File: config.mk
export PLATFORM = sky130hd
export DESIGN_NAME = sm3_msg2_stage
export DESIGN_NICKNAME = d
export VERILOG_FILES = /design/src/rtl/sm3_msg2_pkg.sv /design/src/rtl/sm3_msg2_lane.sv /design/src/rtl/sm3_msg2_fold.sv /design/src/rtl/sm3_msg2_stage.sv
export SDC_FILE = /design/constraint.sdc
export NUM_CORES = 1
export LEC_CHECK = 0
export CAP_MARGIN = 30
export CORE_AREA = 8 8 192 194
export DETAILED_ROUTE_END_ITERATION = 8
export DIE_AREA = 0 0 200 202
export DONT_BUFFER_PORTS = 1
export GPL_TIMING_DRIVEN = 0
export PLACE_DENSITY_LB_ADDON = 0.08
export REMOVE_ABC_BUFFERS = 1
export SKIP_CTS_REPAIR_TIMING = 1
export SYNTH_ARGS = -nofsm -noshare
export SYNTH_HDL_FRONTEND = slang
export SYNTH_SLANG_ARGS = --single-unit
File: constraint.sdc
create_clock -name clk -period 1.3 [get_ports clk]
set_input_delay 0.13 -clock clk [delete_from_list [all_inputs] [get_ports clk]]
set_output_delay 0.13 -clock clk [all_outputs]
set_load 0.05 [all_outputs]
File: src/rtl/sm3_msg2_pkg.sv
package sm3_msg2_pkg;

    localparam int unsigned WORD_W  = 32;
    localparam int unsigned N_LANES = 4;
    localparam int unsigned BUS_W   = WORD_W * N_LANES;

    // rotation amounts of the second expansion step
    localparam int unsigned ROT_HIST = 7;
    localparam int unsigned ROT_F0   = 6;
    localparam int unsigned ROT_F1   = 15;
    localparam int unsigned ROT_F2   = 30;
    localparam int unsigned FOLD_LANE = N_LANES - 1;

    typedef logic [WORD_W-1:0] word_t;
    typedef word_t [N_LANES-1:0] quad_t;

    typedef struct packed {
        quad_t tmp;
        quad_t hist_lo;
        quad_t hist_hi;
    } msg2_req_t;

    function automatic word_t rotl(input word_t x, input int unsigned n);
        int unsigned k;
        k = n % WORD_W;
        if (k == 0) return x;
        return (x << k) | (x >> (WORD_W - k));
    endfunction

endpackage

File: src/rtl/sm3_msg2_lane.sv
module sm3_msg2_lane
    import sm3_msg2_pkg::*;
(
    input  word_t tmp_w,
    input  word_t early_w,
    input  word_t late_w,
    output word_t base_w
);
    always_comb begin
        base_w = rotl(early_w, ROT_HIST) ^ late_w ^ tmp_w;
    end
endmodule

File: src/rtl/sm3_msg2_fold.sv
module sm3_msg2_fold
    import sm3_msg2_pkg::*;
(
    input  word_t lead_w,
    input  word_t base_w,
    output word_t fixed_w
);
    word_t mix_w;
    always_comb begin
        mix_w   = rotl(lead_w, ROT_F0) ^ rotl(lead_w, ROT_F1) ^ rotl(lead_w, ROT_F2);
        fixed_w = base_w ^ mix_w;
    end
endmodule

File: src/rtl/sm3_msg2_stage.sv
module sm3_msg2_stage
    import sm3_msg2_pkg::*;
(
    input  logic             clk,
    input  logic             rst,
    input  logic             in_valid,
    input  logic [BUS_W-1:0] tmp_i,
    input  logic [BUS_W-1:0] hist_lo_i,
    input  logic [BUS_W-1:0] hist_hi_i,
    output logic             out_valid,
    output logic [BUS_W-1:0] w_next_o
);
    msg2_req_t req;
    quad_t     base_q;
    quad_t     next_q;
    quad_t     out_q;
    logic      vld_q;

    assign req.tmp     = quad_t'(tmp_i);
    assign req.hist_lo = quad_t'(hist_lo_i);
    assign req.hist_hi = quad_t'(hist_hi_i);

    // one independent XOR lane per word
    for (genvar g = 0; g < N_LANES; g++) begin : g_lane
        sm3_msg2_lane u_lane (
            .tmp_w   (req.tmp[g]),
            .early_w (req.hist_lo[g]),
            .late_w  (req.hist_hi[g]),
            .base_w  (base_q[g])
        );
        if (g != FOLD_LANE) begin : g_pass
            assign next_q[g] = base_q[g];
        end
    end

    // lane 0 feeds the last lane before the register
    sm3_msg2_fold u_fold (
        .lead_w  (base_q[0]),
        .base_w  (base_q[FOLD_LANE]),
        .fixed_w (next_q[FOLD_LANE])
    );

    always_ff @(posedge clk) begin
        if (rst) vld_q <= 1'b0;
        else     vld_q <= in_valid;
    end

    always_ff @(posedge clk) begin
        if (in_valid) out_q <= next_q;
    end

    assign out_valid = vld_q;
    assign w_next_o  = BUS_W'(out_q);

    p_valid_up_r5: assert property (@(posedge clk) disable iff (rst)
        in_valid |=> out_valid);
    p_valid_dn_r5: assert property (@(posedge clk) disable iff (rst)
        !in_valid |=> !out_valid);
    p_reset_r6: assert property (@(posedge clk)
        rst |=> !out_valid);
    p_hold_r7: assert property (@(posedge clk) disable iff (rst)
        !in_valid |=> $stable(w_next_o));
    p_lane0_r2: assert property (@(posedge clk) disable iff (rst)
        in_valid |=> w_next_o[WORD_W-1:0] ==
            $past(rotl(hist_lo_i[WORD_W-1:0], 7) ^ hist_hi_i[WORD_W-1:0] ^ tmp_i[WORD_W-1:0]));
    p_lane3_r3: assert property (@(posedge clk) disable iff (rst)
        in_valid |=> (w_next_o[BUS_W-1 -: WORD_W]
                      ^ rotl(w_next_o[WORD_W-1:0], 6)
                      ^ rotl(w_next_o[WORD_W-1:0], 15)
                      ^ rotl(w_next_o[WORD_W-1:0], 30)) ==
            $past(rotl(hist_lo_i[BUS_W-1 -: WORD_W], 7) ^ hist_hi_i[BUS_W-1 -: WORD_W]
                  ^ tmp_i[BUS_W-1 -: WORD_W]));
endmodule

# Yosys cells after proc, flatten, opt, wreduce, memory -nomap -nowiden
# Cells that the tools add are included.
[op_classes]
n_bitwise = 18
[op_table]
columns = ["operator", "n"]
rows = [
  ["bitwise XOR 32 bit", 11],
  ["bitwise OR 32 x 7 -> 32 bit", 4],
  ["bitwise OR 32 x 15 -> 32 bit", 1],
  ["bitwise OR 32 x 30 -> 32 bit", 1],
  ["bitwise OR 32 x 6 -> 32 bit", 1],
]
[totals]
reg_bits = 129
input_bits = 387
out_inout_bits = 129

# Logic depth before layout (Yosys ltp)
[logic_depth]
word_depth = 7
ltp_mapped = 3
depth_no_buf = 3

# Hierarchy
# From an unflattened synthesis, not the netlist that was laid out.
[hier_totals]
hier_cells = 354
hier_area_um2 = 7761.2
[by_module_without_submodules]
columns = ["mod", "n_inst", "cells_per_inst", "area_each_um2"]
rows = [
  ["sm3_msg2_stage", 1, 130, 3877.5],
  ["sm3_msg2_lane", 4, 32, 760.7],
  ["sm3_msg2_fold", 1, 96, 840.8],
]

# Least setup slack after synthesis
# Ideal clock, no wire load.
[synth_timing]
kind = "input to register"
start = "in hist_hi_i[6]"
end = "reg out_q, in the netlist w_next_o[108] (data pin)"
setup_time_ns = 0.268
arrival_time_ns = 1.075
setup_slack_ns = -0.043
stages = 3
n_path_buf = 0
cell_sequence = "xnor3_2 xor2_1 xnor3_1"
[synth_lines]
columns = ["element", "line", "text"]
rows = [
  ["from (decl)", "sm3_msg2_stage.sv:9", "input logic [BUS_W-1:0] hist_hi_i,"],
  ["to (signal assigned)", "sm3_msg2_stage.sv:49", "if (in_valid) out_q <= next_q;"],
  ["to (decl)", "sm3_msg2_stage.sv:16", "quad_t out_q;"],
]

# Worst setup path in the final report
[layout_timing]
start = "reg out_q, in the netlist w_next_o[97]"
end = "out w_next_o[97]"
[layout_lines]
columns = ["element", "line", "text"]
rows = [
  ["to (decl)", "sm3_msg2_stage.sv:11", "output logic [BUS_W-1:0] w_next_o"],
]
# No word-level cell between the ends.

==> results.cfg <==
[status]
outcome = finished with violations
violations = negative hold slack

[setup_path]
setup.worst_path.start_class = flip-flop
timing.setup.critical_path_class = flip-flop to output pin
crit_path_max_fanout = 1
worst-endpoint-arrival_ns = 1.11
critPathCaptureType = output pin
required_time_worst_endpoint_ns = 1.17

[sta]
timing.final.hold_violations = 125
period_share = 0.9538
timing.slew.headroom = 0.6253
setup-tns-final_ns = 0
hold_slack_ns = -0.1600
max_clock_freq_ghz = 0.8065
setup_viol = 0
worst_slew_pin_slew_ns = 0.5580
setup_repair_after_global_routing_missed_its_margin = yes
maxSlewViolCount = 0
finalCriticalPeriod_ns = 1.240

[cells_and_area]
footprint_of_the_multi_input_gates_um2 = 3413
area_growth_syn_to_layout_pct = 27.89
post_layout_nonfiller_instances = 1027
final_layout_size_suffix_gt1_frac = 0.08392
finalInstanceArea_um2 = 9460
antenna_cell_count = 0
sequential_cell_area_um2 = 3864
num-fill-cells = 3389
final_net_count = 946

[grt]
global_route.overflow_total = 0
number_of_antenna_violations_at_the_first_check_in_global_routing = 0
grtUsageTotal = 0.1089
grt_max_degree = 130
first_global_vias = 4277
first_pass_grt_wire_length_mm = 30.86

[synthesis]
synth_area_um2 = 7397
post_synth_xor_xnor_area = 0.4606
yosysSeqAreaShare = 0.5223
post_synth.cell_area_avg_um2 = 16.29
mux_contribution_to_synthesized_area = 0
synth_top_family_by_area = XOR/XNOR gates
yosys_register_bits = 129
synthDistinctLibCells = 8
syn_warnings = 0
synth_cells = 454
compound_gate_fraction_of_synth_area = 0
synth_simple_gate_area_frac = 0.0008457
yosys.area_share.adder = 0

[clock_tree]
cts.root.buffer_cell = sky130_fd_sc_hd__clkbuf_16
clock_path_buffers = 2
numCtsBuffers = 17
numClockSinks = 129
cts_tree = yes
cts_htree_levels = 4
clock_pin_slew_on_the_worst_setup_and_hold_paths_ns = 0.06

[placement]
place.gp.congestion = 0.7343
place.detailed.instances = 909
port-buffer-count = 0
placement.cell_area_um2 = 7966
place.detailed.hpwl_mm = 19.58

[floorplanning]
die-width_um = 200
rows = 68
io_pins = 516
die_area_um2 = 40400
start_util = 0.2179
core_area_um2 = 33950
die_height_um = 202

[hold_path]
holdCritPathClass = input pin to flip-flop

[routing]
number_of_detailed_route_iterations_in_the_first_pass = 4
drc = 0
final_antenna_net_count = 0
drt-vias-per-instance = 3.739
wl_per_cell_um = 23.36
drt_wl_total_mm = 23.99
detailedRoute.firstIterationViolations = 110
route.vias.total = 3840

[power_and_ir_drop]
total_power_w = 0.01720
p_leak_nw = 3.583
ir_worst_vdd_mv = 0.8279
clkPwrFrac = 0.306
comb_power_share = 0.173
power_switching_share = 0.3607
power.net_switching_w = 0.006205
internal_power_consumption_w = 0.01100
power-per-cell-area_nw_per_um2 = 1818
power.sequential.fraction = 0.521

[flow_run]
drv_cap = 0
-- per-layer routing --
metal / part of all wire / vias up / track usage / routed length, µm
met4: 0.011 / 0 / 0.02996 / 259
met3: 0.12 / 12 / 0.05256 / 2786
met2: 0.55 / 302 / 0.2051 / 13110
li1: - / 1743 / - / -
met5: 0 / - / 0 / 0
met1: 0.33 / 1783 / 0.1021 / 7833
-- per-stage QoR --
step | setup slack, ns | util
finish | 0.06009 | 0.2787
floorplan | -0.04254 | -
detailed placement | -0.3540 | 0.2347
CTS | -0.01473 | 0.2533
global route | -0.008453 | 0.2787
global placement | -0.3252 | 0.2347
-- registers in the layout (all words and copies together) (netlist names) --
name and flops:
w_next_o 128, out_valid 1
-- final timing paths --
check,from,cells past startpoint,endpoint,slack [ns]
min,in_valid,0,w_next_o[81],-0.16
max,w_next_o[97],0,w_next_o[97],0.06
-- power by group through the flow --
stage	logic [W]	clock network, W	registers, W
floorplan	0.00229	0	0.00874
global placement	0.00272	0	0.00914
detailed placement	0.00277	0	0.00910
CTS	0.00277	0.00552	0.00903
global route	0.00327	0.00567	0.00906
finish	0.00298	0.00526	0.00896
-- layout by cell type (no fill, tap or decap) --
master,synthesis,final
sky130_fd_sc_hd__xor2_1,36,36
sky130_fd_sc_hd__bufinv_16,0,4
sky130_fd_sc_hd__inv_1,32,32
sky130_fd_sc_hd__xnor2_1,196,196
sky130_fd_sc_hd__clkinvlp_4,0,4
sky130_fd_sc_hd__nor2b_1,1,1
sky130_fd_sc_hd__edfxtp_1,128,128
sky130_fd_sc_hd__clkbuf_1,0,3
sky130_fd_sc_hd__clkbuf_8,0,3
sky130_fd_sc_hd__xnor3_2,19,19
sky130_fd_sc_hd__xnor3_1,41,41
sky130_fd_sc_hd__clkinv_2,0,1
sky130_fd_sc_hd__clkbuf_16,0,17
sky130_fd_sc_hd__dfxtp_1,1,1
sky130_fd_sc_hd__dlygate4sd3_1,0,86
-- cells in the mapped netlist --
cell,count,share of area
sky130_fd_sc_hd__xnor3_2,19,0.061
sky130_fd_sc_hd__nor2b_1,1,0.00085
sky130_fd_sc_hd__xor2_1,36,0.043
sky130_fd_sc_hd__dfxtp_1,1,0.0027
sky130_fd_sc_hd__inv_1,32,0.016
sky130_fd_sc_hd__edfxtp_1,128,0.52
sky130_fd_sc_hd__xnor3_1,41,0.12
sky130_fd_sc_hd__xnor2_1,196,0.23
-- kinds of logic after synthesis --
| kind of cell | count (synthesis) |
|---|---|
| xor gates and xnor gates | 292 |
| buffers and inverters | 32 |
| DFF | 129 |
| and+or+nand+nor | 1 |
-- cell type report --
cell class              count  area share
multi-input cells         293      0.3608
clock inverters             9     0.01640
flip-flops and latches    129      0.4084
clock buffers              23     0.05052
well taps                 455     0.06018
repair buffers             86     0.09099
inverters                  32     0.01270
Note: power is estimated with default switching activity, not from simulation.
